[config.mk]
export PLATFORM = sky130hd
export DESIGN_NAME = adc_trig_ctrl
export DESIGN_NICKNAME = d
export VERILOG_FILES = /design/src/rtl/adc_trig_pkg.sv /design/src/rtl/adc_trig_edge.sv /design/src/rtl/adc_conv_timer.sv /design/src/rtl/adc_done_flag.sv /design/src/rtl/adc_trig_ctrl.sv
export SDC_FILE = /design/constraint.sdc
export NUM_CORES = 1
export LEC_CHECK = 0
export BUFFER_PORTS_ARGS = -buffer_cell sky130_fd_sc_hd__buf_4
export CAP_MARGIN = 20
export CORE_UTILIZATION = 45
export DETAILED_ROUTE_END_ITERATION = 12
export PLACE_DENSITY = 0.74
export SLEW_MARGIN = 20
export SYNTH_ARGS = -nofsm -noshare
export SYNTH_HDL_FRONTEND = slang
export SYNTH_SLANG_ARGS = --single-unit
[constraint.sdc]
create_clock -name clk -period 1.4 [get_ports clk]
set_input_delay 0 -clock clk [delete_from_list [all_inputs] [get_ports clk]]
set_output_delay 0 -clock clk [all_outputs]
set_load 0.01 [all_outputs]
[src/rtl/adc_trig_pkg.sv]
package adc_trig_pkg;
  // conversion length in conversion-clock ticks
  localparam int unsigned CONV_TICKS = 13;
  // number of trigger select codes
  localparam int unsigned NUM_SRC    = 8;
  // select code that means "completion event" (free-running)
  localparam int unsigned FREE_CODE  = 0;

  // origin of a start, used by the top for its own checks
  typedef enum logic [1:0] {
    ORG_NONE = 2'd0,
    ORG_SW   = 2'd1,
    ORG_TRIG = 2'd2,
    ORG_FREE = 2'd3
  } start_origin_e;
endpackage

[src/rtl/adc_trig_edge.sv]
module adc_trig_edge #(
  parameter int unsigned NUM_SRC = 8,
  parameter int unsigned SEL_W   = $clog2(NUM_SRC)
) (
  input  logic               clk,
  input  logic               rst_n,
  input  logic [NUM_SRC-1:0] trig_in,
  input  logic [SEL_W-1:0]   sel,
  output logic               edge_o
);
  logic [NUM_SRC-1:0] prev_q;
  logic [NUM_SRC-1:0] rise_vec;

  // previous level per line; reset high so a line already high is not an edge
  always_ff @(posedge clk) begin
    if (!rst_n) prev_q <= '1;
    else        prev_q <= trig_in;
  end

  genvar gi;
  generate
    for (gi = 0; gi < NUM_SRC; gi++) begin : g_rise
      assign rise_vec[gi] = trig_in[gi] & ~prev_q[gi];
    end
  endgenerate

  assign edge_o = rise_vec[sel];

  localparam logic [NUM_SRC-1:0] ONE_HOT0 = NUM_SRC'(1);

  // an edge needs the selected line high now and low one cycle ago
  p_edge_is_rise_r4: assert property (@(posedge clk) disable iff (!rst_n)
    edge_o |-> (trig_in[sel] && (($past(trig_in) & (ONE_HOT0 << sel)) == '0)));

  // a line held high gives no second edge
  p_held_no_edge_r5: assert property (@(posedge clk) disable iff (!rst_n)
    (trig_in[sel] && $stable(trig_in) && $stable(sel)) |=> !edge_o || !$stable(trig_in));
endmodule

[src/rtl/adc_conv_timer.sv]
module adc_conv_timer #(
  parameter int unsigned CONV_TICKS = 13,
  parameter int unsigned CNT_W      = $clog2(CONV_TICKS)
) (
  input  logic clk,
  input  logic rst_n,
  input  logic en,
  input  logic start_i,
  input  logic tick_i,
  output logic busy_o,
  output logic done_o
);
  localparam logic [CNT_W-1:0] LAST = CNT_W'(CONV_TICKS - 1);

  logic             busy_q;
  logic [CNT_W-1:0] cnt_q;

  assign done_o = en && busy_q && tick_i && (cnt_q == LAST);
  assign busy_o = busy_q;

  always_ff @(posedge clk) begin
    if (!rst_n) begin
      busy_q <= 1'b0;
      cnt_q  <= '0;
    end else if (!en) begin
      busy_q <= 1'b0;
      cnt_q  <= '0;
    end else if (start_i) begin
      busy_q <= 1'b1;
      cnt_q  <= '0;
    end else if (done_o) begin
      busy_q <= 1'b0;
      cnt_q  <= '0;
    end else if (busy_q && tick_i) begin
      cnt_q  <= cnt_q + 1'b1;
    end
  end

  p_abort_idle_r9: assert property (@(posedge clk) disable iff (!rst_n)
    !en |=> !busy_o);

  p_start_busy_r2: assert property (@(posedge clk) disable iff (!rst_n)
    (en && start_i) |=> busy_o);

  p_done_then_idle_r3: assert property (@(posedge clk) disable iff (!rst_n)
    (done_o && !start_i) |=> !busy_o);

  p_no_tick_hold_r3: assert property (@(posedge clk) disable iff (!rst_n)
    (en && busy_o && !tick_i && !start_i) |=> (busy_o && $stable(cnt_q)));

  p_cnt_range_r3: assert property (@(posedge clk) disable iff (!rst_n)
    cnt_q <= LAST);
endmodule

[src/rtl/adc_done_flag.sv]
module adc_done_flag (
  input  logic clk,
  input  logic rst_n,
  input  logic done_i,
  input  logic clr_i,
  input  logic irq_en_i,
  output logic flag_o,
  output logic irq_o
);
  logic flag_q;

  // completion wins over a clear in the same cycle
  always_ff @(posedge clk) begin
    if (!rst_n)      flag_q <= 1'b0;
    else if (done_i) flag_q <= 1'b1;
    else if (clr_i)  flag_q <= 1'b0;
  end

  assign flag_o = flag_q;
  assign irq_o  = flag_q & irq_en_i;

  p_flag_set_r7: assert property (@(posedge clk) disable iff (!rst_n)
    done_i |=> flag_o);

  p_flag_clear_r7: assert property (@(posedge clk) disable iff (!rst_n)
    (clr_i && !done_i) |=> !flag_o);

  p_flag_hold_r7: assert property (@(posedge clk) disable iff (!rst_n)
    (!done_i && !clr_i) |=> (flag_o == $past(flag_o)));

  p_irq_follow_r8: assert property (@(posedge clk) disable iff (!rst_n)
    (done_i ##1 irq_en_i) |-> irq_o);
endmodule

[src/rtl/adc_trig_ctrl.sv]
module adc_trig_ctrl #(
  parameter int unsigned NUM_SRC    = adc_trig_pkg::NUM_SRC,
  parameter int unsigned CONV_TICKS = adc_trig_pkg::CONV_TICKS,
  parameter int unsigned FREE_CODE  = adc_trig_pkg::FREE_CODE,
  parameter int unsigned SEL_W      = $clog2(NUM_SRC)
) (
  input  logic               clk,
  input  logic               rst_n,
  input  logic               en,
  input  logic               auto_en,
  input  logic [SEL_W-1:0]   src_sel,
  input  logic [NUM_SRC-1:0] trig_in,
  input  logic               start_wr,
  input  logic               flag_clr_wr,
  input  logic               irq_en,
  input  logic               conv_tick,
  output logic               start_pulse,
  output logic               busy,
  output logic               done,
  output logic               flag,
  output logic               irq
);
  import adc_trig_pkg::*;

  localparam int unsigned CNT_W = $clog2(CONV_TICKS);

  logic          sel_edge;
  logic          free_mode;
  logic          trig_req;
  logic          launch_idle;
  logic          launch_free;
  start_origin_e origin;

  adc_trig_edge #(.NUM_SRC(NUM_SRC), .SEL_W(SEL_W)) u_edge (
    .clk    (clk),
    .rst_n  (rst_n),
    .trig_in(trig_in),
    .sel    (src_sel),
    .edge_o (sel_edge)
  );

  // start arbitration: idle launches from software or trigger edge,
  // plus back-to-back restart on completion in free-running mode
  assign free_mode   = auto_en && (src_sel == SEL_W'(FREE_CODE));
  assign trig_req    = auto_en && !free_mode && sel_edge;
  assign launch_idle = en && !busy && (start_wr || trig_req);
  assign launch_free = en && done && free_mode;
  assign start_pulse = launch_idle || launch_free;

  always_comb begin
    origin = ORG_NONE;
    if (launch_free)            origin = ORG_FREE;
    else if (launch_idle) begin
      if (start_wr)             origin = ORG_SW;
      else                      origin = ORG_TRIG;
    end
  end

  adc_conv_timer #(.CONV_TICKS(CONV_TICKS), .CNT_W(CNT_W)) u_timer (
    .clk    (clk),
    .rst_n  (rst_n),
    .en     (en),
    .start_i(start_pulse),
    .tick_i (conv_tick),
    .busy_o (busy),
    .done_o (done)
  );

  adc_done_flag u_flag (
    .clk     (clk),
    .rst_n   (rst_n),
    .done_i  (done),
    .clr_i   (flag_clr_wr),
    .irq_en_i(irq_en),
    .flag_o  (flag),
    .irq_o   (irq)
  );

  p_no_launch_busy_r5: assert property (@(posedge clk) disable iff (!rst_n)
    (start_pulse && busy) |-> (done && origin == ORG_FREE));

  p_free_keep_busy_r6: assert property (@(posedge clk) disable iff (!rst_n)
    (done && en && auto_en && src_sel == SEL_W'(FREE_CODE)) |=> busy);

  p_off_no_launch_r9: assert property (@(posedge clk) disable iff (!rst_n)
    !en |-> !start_pulse);

  p_trig_needs_auto_r4: assert property (@(posedge clk) disable iff (!rst_n)
    (origin == ORG_TRIG) |-> (auto_en && src_sel != SEL_W'(FREE_CODE)));

  p_sw_busy_ignored_r10: assert property (@(posedge clk) disable iff (!rst_n)
    (busy && !done && start_wr) |-> !start_pulse);
endmodule

==> impl_metrics.env, run 1 <==
export IMPL_status="finished with violations"
export IMPL_violations="negative setup slack"
export IMPL_power_density_nw_per_um2=753
export IMPL_routed_wl_um=2100
export IMPL_grt_pass1_wl_um=2690
export IMPL_cp_end_kind="output pin"
export IMPL_yosysSeqAreaShare=0.416
export IMPL_dieArea_um2=1540
export IMPL_core_area_um2=1300
export IMPL_fin_util=0.824
export IMPL_grtUsageMet1=0.290
export IMPL_hold_viol_final=0
export IMPL_final_cell_mix="buf_4 (29), dlygate4sd3_1 (14), dfxtp_1 (12)"
export IMPL_synth_top_family_by_area="simple AND/OR/NAND/NOR gates"
export IMPL_start_kind="flip-flop"
export IMPL_arrival_ns=1.67
export IMPL_numCtsBuffers=3
export IMPL_syn_area_um2=626
export IMPL_grt_use_met3=0.0852
export IMPL_p_switching_uw=215
export IMPL_p_int_uw=592
export IMPL_slew_limit_headroom=0.773
export IMPL_max_cap_violations=0
export IMPL_clk_pin_slew_ns=0.07
export IMPL_synth_area_mux_share=0.0160
export IMPL_setup_viol=6
export IMPL_peakVddDrop_v=0.000563
export IMPL_critPathKind="reg2out"
export IMPL_post_drt_wl_per_cell_um=16.0
export IMPL_io_buffers=22
export IMPL_p_comb_frac=0.211
export IMPL_crit_required_ns=1.40
export IMPL_drive_above_1_share=0.397
export IMPL_synth_compound_area_frac=0.142
export IMPL_drtPass1Iterations=6
export IMPL_fin_crit_sh=1.19
export IMPL_grt_pass1_vias=627
export IMPL_start_util=0.481
export IMPL_p_clk_frac=0.307
export IMPL_critical_path_max_stage_delay_ns=0.52
export IMPL_h_tree_depth=1
export IMPL_p_leak_nw=0.468
export IMPL_num_antenna_cells=0
export IMPL_crit_slowest_cell="or4b_4"
export IMPL_synth_top_area_cell="dfxtp_1"
export IMPL_instances_no_fill=131
export IMPL_crit_fanout=2
export IMPL_p_sw_frac=0.267
export IMPL_grt_max_degree=10
export IMPL_rows=13
export IMPL_fin_crit_ns=1.67
export IMPL_finClkSkew_ns=0.0117
export IMPL_drtIter0Drc=30
export IMPL_overflow=0
export IMPL_vias=738
export IMPL_drtAntennaViolNets=0
export IMPL_dp_hpwl_um=1000
export IMPL_synth_seq_cells=13
export IMPL_seqPwrFrac=0.482
export IMPL_cts_max_path_buffers=2
export IMPL_syn_nets=91
export IMPL_via_per_inst=5.63
export IMPL_antenna_found_initial=0
export IMPL_io_pins=24
export IMPL_fin_nets=138
export IMPL_ys_top_cells_by_area="dfxtp_1 (42%), nand2b_1 (7.0%), ha_1 (4.0%), nor4_1 (4.0%), inv_1 (3.0%)"
export IMPL_nFillCells=76
export IMPL_cts_sinks=13
export IMPL_grt_use_total=0.276
export IMPL_synth_xor_area_frac=0.0420
export IMPL_postSynthAreaPerCell_um2=8.94
export IMPL_synth_simple_area_share=0.302
export IMPL_finalMaxSlewViolations=0
export IMPL_synth_top_area_share=0.416
export IMPL_timing_final_ws_setup_ns=-0.265
export IMPL_max_freq_ghz=0.600
export IMPL_rsz0062_at_grt="true"
export IMPL_worstMarginPinSlew_ns=0.335
export IMPL_drcViolationCount=0
export IMPL_layout_commonest_cell="buf_4"
export IMPL_grt_busiest_layer="met2"
export IMPL_dieHeight_um=39.3
export IMPL_yosys_cell_types_count=32
export IMPL_netlist_instances=70
export IMPL_area_growth_pct=71.4
export IMPL_synth_fa_ha_area_frac=0.0400
export IMPL_holdCritPathClass="in2reg"
export IMPL_routabilityCongestion=0.735
export IMPL_clock_latency_ns=0.29
export IMPL_grtUsageMet2=0.492
export IMPL_cts_tree="yes"
export IMPL_cts_root_buf="clkbuf_4"
export IMPL_die_w_um=39.3
export IMPL_synth_warning_count=0
export IMPL_dp_cells=110
export IMPL_crit_chain="or4b_4, o311ai_4, a31o_2, a211o_1, buf_4"
[logic make-up (layout without fill, tap and decap cells)]
logic type / count (synthesis) / in the layout
buffers and inverters: 7 / 53
XOR/XNOR: 3 / 3
adder cells (fa/ha/maj): 2 / 2
flip-flops: 13 / 13
AND/OR/NAND/NOR: 33 / 33
multiplexers: 1 / 1
AO/OA/AOI/OAI: 11 / 11
[worst max-delay path: cells and delay by family (launching register included)]
kind	cells	cell delay, ns
compound gates	3	0.43
buf+inv	1	0.12
flops	1	0.31
simple gates	1	0.52
[final timing paths]
kind / startpoint / slack (ns) / cells past startpoint / to
max reg2reg: u_timer.busy_o / -0.25 / 6 / u_timer.cnt_q[0]
min: rst_n / 0.009 / 2 / u_flag.flag_o
max: u_edge.prev_q[3] / -0.27 / 5 / start_pulse
min reg2reg: u_flag.flag_o / 0.60 / 2 / u_flag.flag_o
[metal layers]
layer,vias to the layer above,part of all wire
li1,337,-
met3,9,0.081
met2,45,0.52
met5,-,0
met1,347,0.38
met4,0,0.021
[cell type report]
cell class	count	area [µm²]	share of cell area
Multi-Input combinational cell	50	385	0.359
Tap cell	15	18.8	0.0175
Timing Repair Buffer	43	358	0.334
Clock buffer	4	26.3	0.0245
Inverter	6	22.5	0.0210
Sequential cell	13	262	0.244
[registers in the layout, indices dropped and copies added (netlist names)]
| signal | count |
|---|---|
| u_edge.prev_q | 7 |
| u_timer.cnt_q | 4 |
| u_flag.flag_o | 1 |
| u_timer.busy_o | 1 |
[through the flow]
stage,area [µm²],worst slack [ns],setup TNS (ns),power [mW],hold slack [ns]
floorplan,626,0.0332,0,0.444,0.0930
global placement,836,0.0306,0,0.501,0.186
CTS,1020,-0.214,-0.214,0.776,0.0121
detailed placement,836,0.00398,0,0.503,0.190
finish,1070,-0.265,-0.972,0.807,0.00912
global route,1070,-0.300,-1.22,0.837,0.00473
[power by group through the flow]
stage                     Combinational [mW]  Clock (mW)  Sequential (mW)
final                                  0.170       0.248            0.389
after global routing                   0.180       0.266            0.391
after CTS                              0.145       0.243            0.387
after detailed placement               0.107           0            0.396
after global placement                 0.106           0            0.395
after floorplan                       0.0488           0            0.395
[timing repair]
item	CTS	global route
hold buffers	14	0
setup buffers	2	1
hold endpoints to repair	8	0
setup endpoints to repair	1	7
resized for setup	2	9
pin swaps	2	3
[cell usage after synthesis (all sizes together)]
cell type	instances
nor2b	3
or2	1
dfxtp	13
or3	1
nand3b	1
o311ai	2
nand4	1
a221oi	1
nand2	5
o21ai	1
nor3	1
clkbuf	1
nand2b	7
xor2	1
o21a	1
nand3	2
ha	2
or4b	1
mux2i	1
a211o	1
nor4	4
a31o	1
xnor2	2
a21oi	2
a31oi	2
and2	2
nor2	3
inv	6
and3	1
(Power assumes the default switching activity.)
==> inputs of run 2 (changes only) <==
--- a/config.mk
+++ b/config.mk
@@ -10,6 +10,7 @@
 export CORE_UTILIZATION = 45
 export DETAILED_ROUTE_END_ITERATION = 12
 export PLACE_DENSITY = 0.74
+export REMOVE_ABC_BUFFERS = 1
 export SLEW_MARGIN = 20
 export SYNTH_ARGS = -nofsm -noshare
 export SYNTH_HDL_FRONTEND = slang
==> impl_metrics.env, run 2 (synthesis gave the netlist of run 1 again) <==
export IMPL_status="finished with violations"
export IMPL_violations="negative setup slack"
export IMPL_dieHeight_um=39.3
export IMPL_finalPower_uw=788
export IMPL_io_pins=24
export IMPL_max_freq_ghz=0.620
export IMPL_clock_latency_ns=0.27
export IMPL_cp_top_family="simple AND/OR/NAND/NOR gates"
export IMPL_reg2reg_depth=5
export IMPL_slew_limit_headroom=0.763
export IMPL_min_from="rst_n"
export IMPL_drtAntennaViolNets=0
export IMPL_routabilityCongestion=0.735
export IMPL_h_tree_depth=1
export IMPL_clk_pin_slew_ns=0.09
export IMPL_cts_max_path_buffers=2
export IMPL_rsz0062_at_grt="true"
export IMPL_timing_final_ws_setup_ns=-0.214
export IMPL_whs_endpoint="u_flag.flag_o"
export IMPL_r2r_end="u_timer.busy_o"
export IMPL_cp_num_buf_inv=1
export IMPL_cts_sinks=13
export IMPL_rows=13
export IMPL_antenna_found_initial=0
export IMPL_vias=658
export IMPL_cp_end_kind="output pin"
export IMPL_drtIter0Drc=15
export IMPL_overflow=0
export IMPL_start_util=0.481
export IMPL_peakVddDrop_v=0.000536
export IMPL_holdCritPathClass="in2reg"
export IMPL_drcViolationCount=0
export IMPL_crit_chain="or4b_4, o311ai_4, a31o_2, a211o_1, buf_4"
export IMPL_post_drt_wl_per_cell_um=14.2
export IMPL_area_growth_pct=68.0
export IMPL_nFillCells=79
export IMPL_power_density_nw_per_um2=750
export IMPL_grt_pass1_vias=580
export IMPL_multiInputGateArea_um2=383
export IMPL_num_antenna_cells=0
export IMPL_max_cap_violations=0
export IMPL_grt_use_total=0.245
export IMPL_worstMarginPinSlew_ns=0.350
export IMPL_critPathKind="reg2out"
export IMPL_dp_hpwl_um=1010
export IMPL_hold_viol_final=0
export IMPL_setup_viol=6
export IMPL_fin_nets=136
export IMPL_cts_tree="yes"
export IMPL_reg_largest_list="u_edge.prev_q (7), u_timer.cnt_q (4)"
export IMPL_fin_crit_sh=1.15
export IMPL_critical_path_max_stage_delay_ns=0.53
export IMPL_finalMaxSlewViolations=0
export IMPL_via_per_inst=5.10
export IMPL_crit_slowest_cell="or4b_4"
export IMPL_cts_root_buf="clkbuf_4"
export IMPL_p_leak_nw=0.460
export IMPL_top_register="u_edge.prev_q"
export IMPL_holdPathStages=2
export IMPL_core_area_um2=1300
export IMPL_dieArea_um2=1540
export IMPL_fin_area_um2=1050
export IMPL_hold_ws_ns=0.0152
export IMPL_drive_above_1_share=0.377
export IMPL_final_cell_mix="buf_4 (28), dlygate4sd3_1 (13), dfxtp_1 (13)"
export IMPL_crit_fanout=2
export IMPL_largest_reg_flops=7
export IMPL_area_sequential_um2=260
export IMPL_start_kind="flip-flop"
export IMPL_numCtsBuffers=3
export IMPL_routed_wl_um=1830
export IMPL_finClkSkew_ns=0.00539
export IMPL_arrival_ns=1.61
export IMPL_fin_crit_ns=1.61
export IMPL_layout_commonest_cell="buf_4"
export IMPL_crit_required_ns=1.40
export IMPL_r2r_slack_ns=-0.04
export IMPL_grt_max_degree=10
export IMPL_placed_cell_area_um2=836
export IMPL_drtPass1Iterations=4
export IMPL_r2r_start="u_edge.prev_q[3]"
export IMPL_io_buffers=22
export IMPL_setup_worst_path_start="u_edge.prev_q[3]"
export IMPL_die_w_um=39.3
export IMPL_grt_pass1_wl_um=2370
## run 2: cell types whose count changed in the layout (fill, tap and decap cells not counted), sizes merged
cell / delta
buf: -1
dlygate4sd3: -1
## run 2: repair_timing
action                                 4_1_cts  5_1_grt
hold buffers                                13        0
endpoints found under the hold margin        8        0
pin swaps                                    1        2
setup endpoints to repair                    3        6
resized for setup                            2        7
buffers inserted                             1        1
## run 2: layer usage
layer  vias up  global-route usage  wire [µm]
li1        333                   -          -
met1       305               0.276        844
met2        16               0.413        882
met3         4              0.0511         58
met4         0               0.155         44
met5         -                   0          0
## run 2: area by class of cell
type,count,area share
inverter,6,0.0214
clock buffer,4,0.0250
tap,15,0.0179
sequential,13,0.248
timing repair buffer,41,0.324
multi-input combinational,50,0.364
## run 2: metrics by stage
stage / setup slack (ns) / util / instances / TNS (ns)
after floorplan: 0.0332 / - / 69 / 0
after global placement: 0.0303 / 0.642 / 110 / 0
after detailed placement: -0.00991 / 0.642 / 110 / -0.00991
after CTS: -0.234 / 0.774 / 128 / -0.336
after global routing: -0.259 / 0.808 / 129 / -0.609
final: -0.214 / 0.808 / 129 / -0.348
## run 2: worst max path at each step
stage                       endpoint  slack, ns  cells past startpoint
floorplan           u_timer.cnt_q[0]       0.03                      6
global placement         start_pulse       0.03                      5
detailed placement  u_timer.cnt_q[0]      -0.01                      6
CTS                      start_pulse      -0.23                      5
global route             start_pulse      -0.26                      5
finish                   start_pulse      -0.21                      5
## run 2: power breakdown
group / switching (mW) / leakage (nW) / internal (mW) / total (mW)
combinational: 0.0674 / 0.338 / 0.0945 / 0.162
sequential: 0.00604 / 0.107 / 0.382 / 0.388
clock: 0.128 / 0.0150 / 0.110 / 0.238
total: 0.201 / 0.460 / 0.587 / 0.788
==> inputs of run 3 (changes only) <==
--- a/config.mk
+++ b/config.mk
@@ -7,9 +7,11 @@
 export LEC_CHECK = 0
 export BUFFER_PORTS_ARGS = -buffer_cell sky130_fd_sc_hd__buf_4
 export CAP_MARGIN = 20
-export CORE_UTILIZATION = 45
+export CORE_AREA = 2 2 39 41
+export CTS_BUF_LIST = sky130_fd_sc_hd__clkbuf_2 sky130_fd_sc_hd__clkbuf_4 sky130_fd_sc_hd__clkbuf_8
 export DETAILED_ROUTE_END_ITERATION = 12
-export PLACE_DENSITY = 0.74
+export DIE_AREA = 0 0 41 43
+export PLACE_DENSITY = 0.77
 export REMOVE_ABC_BUFFERS = 1
 export SLEW_MARGIN = 20
 export SYNTH_ARGS = -nofsm -noshare
==> constraint.sdc (replaced) <==
create_clock -name clk -period 1.93 [get_ports clk]
set_input_delay 0 -clock clk [delete_from_list [all_inputs] [get_ports clk]]
set_output_delay 0 -clock clk [all_outputs]
set_load 0.01 [all_outputs]
==> impl_metrics.env, run 3 (synthesis gave the netlist of run 1 again) <==
export IMPL_peakVddDrop_v=0.000505
export IMPL_drcViolationCount=0
export IMPL_layout_commonest_cell="buf_4"
export IMPL_dp_hpwl_um=968
export IMPL_fin_tns_setup_ns=0
export IMPL_fin_nets=132
export IMPL_cp_end_kind="output pin"
export IMPL_largest_reg_flops=7
export IMPL_fin_area_um2=987
export IMPL_crit_chain="dlygate4sd3_1, buf_4, nor2b_1, o21ai_0, o311ai_1, a31o_2, a211o_1, buf_4"
export IMPL_crit_fanout=5
export IMPL_drtIter0Drc=10
export IMPL_r2r_slack_ns=0.48
export IMPL_slew_limit_headroom=0.713
export IMPL_dieArea_um2=1760
export IMPL_finClkSkew_ns=0.000632
export IMPL_grt_use_met3=0.0419
export IMPL_nFillCells=114
export IMPL_numCtsBuffers=3
export IMPL_area_growth_pct=57.8
export IMPL_finalMaxSlewViolations=0
export IMPL_drtAntennaViolNets=0
export IMPL_grt_pass1_wl_um=2470
export IMPL_grt_pass1_vias=660
export IMPL_core_area_um2=1380
export IMPL_p_leak_nw=0.428
export IMPL_clk_pin_slew_ns=0.08
export IMPL_power_density_nw_per_um2=574
export IMPL_max_cap_violations=0
export IMPL_cts_tree="yes"
export IMPL_clock_latency_ns=0.27
export IMPL_final_cell_mix="buf_4 (22), dlygate4sd3_1 (15), dfxtp_1 (13)"
export IMPL_h_tree_depth=1
export IMPL_overflow=0
export IMPL_post_drt_wl_per_cell_um=11.9
export IMPL_via_per_inst=5.07
export IMPL_routabilityCongestion=0.721
export IMPL_critPathKind="in2out"
export IMPL_dieHeight_um=43
export IMPL_cp_num_buf_inv=3
export IMPL_num_antenna_cells=0
export IMPL_cts_repair_resized=0
export IMPL_grtUsageMet2=0.359
export IMPL_max_freq_ghz=0.562
export IMPL_antenna_found_initial=0
export IMPL_cts_root_buf="clkbuf_4"
export IMPL_start_util=0.452
export IMPL_critical_path_max_stage_delay_ns=0.54
export IMPL_status="complete, no violations"
export IMPL_vias=639
export IMPL_drive_above_1_share=0.291
export IMPL_crit_required_ns=1.93
export IMPL_worstMarginPinSlew_ns=0.424
export IMPL_rsz0062_at_grt="false"
export IMPL_fin_crit_sh=0.923
export IMPL_cts_sinks=13
export IMPL_drtPass1Iterations=4
export IMPL_cp_top_family="compound AO/OA/AOI/OAI gates"
export IMPL_grt_busiest_layer="met2"
export IMPL_io_pins=24
export IMPL_die_w_um=41
export IMPL_start_kind="primary input"
export IMPL_rows=14
export IMPL_grt_use_total=0.205
export IMPL_setup_viol=0
export IMPL_cts_max_path_buffers=2
export IMPL_placed_cell_area_um2=807
export IMPL_hold_viol_final=0
export IMPL_routed_wl_um=1500
export IMPL_grt_max_degree=10
export IMPL_crit_path_frequent_cell="buf_4"
export IMPL_reg_largest_list="u_edge.prev_q (7), u_timer.cnt_q (4)"
export IMPL_grtUsageMet1=0.207
export IMPL_arrival_ns=1.78
export IMPL_crit_slowest_cell="dlygate4sd3_1"
export IMPL_fin_crit_ns=1.78
export IMPL_top_register="u_edge.prev_q"
export IMPL_holdCritPathClass="in2reg"
export IMPL_io_buffers=22
## run 3: changes by cell type in the layout (fill, tap and decap cells not counted), moves of 2 or more
| cell | before | now |
|---|---|---|
| dlygate4sd3_1 | 13 | 15 |
| nor4_2 | 3 | 0 |
| buf_4 | 28 | 22 |
| nor4_1 | 1 | 4 |
## run 3: cell type report
class / count / area [µm²] / area share
Inverter: 6 / 22.5 / 0.0228
Timing Repair Buffer: 37 / 315 / 0.319
Multi-Input combinational cell: 50 / 339 / 0.343
Clock buffer: 4 / 30.0 / 0.0304
Tap cell: 16 / 20.0 / 0.0203
Sequential cell: 13 / 260 / 0.264
## run 3: path summary, 6_finish.rpt
path	from	to	cells after the start
setup reg to reg	u_timer.cnt_q[0]	u_timer.cnt_q[1]	6
hold reg to reg	u_timer.cnt_q[3]	u_timer.cnt_q[3]	2
hold / removal	rst_n	u_flag.flag_o	2
setup / recovery	trig_in[7]	start_pulse	8
## run 3: routing by layer
layer	wire (µm)	up-vias
met4	28	0
met5	0	-
met2	799	15
met3	55	4
met1	618	292
li1	-	328
## run 3: power breakdown
group	internal, mW	total, mW	leakage (nW)	switching, mW
Combinational	0.0628	0.102	0.303	0.0391
Clock	0.0942	0.184	0.0184	0.0894
Sequential	0.277	0.281	0.107	0.00376
## run 3: repair_timing
item,in CTS,in global routing
hold endpoints to repair,8,0
setup buffers,0,0
hold buffers,15,0
## run 3: per-stage QoR
stage | util | power, mW | setup slack [ns] | hold WS [ns] | cells
floorplan | - | 0.320 | 0.563 | 0.0687 | 69
global placement | 0.583 | 0.363 | 0.509 | 0.183 | 107
detailed placement | 0.583 | 0.364 | 0.456 | 0.190 | 107
CTS | 0.713 | 0.569 | 0.161 | 0.0150 | 126
global route | 0.713 | 0.592 | 0.0548 | 0.0255 | 126
finish | 0.713 | 0.567 | 0.149 | 0.0199 | 126
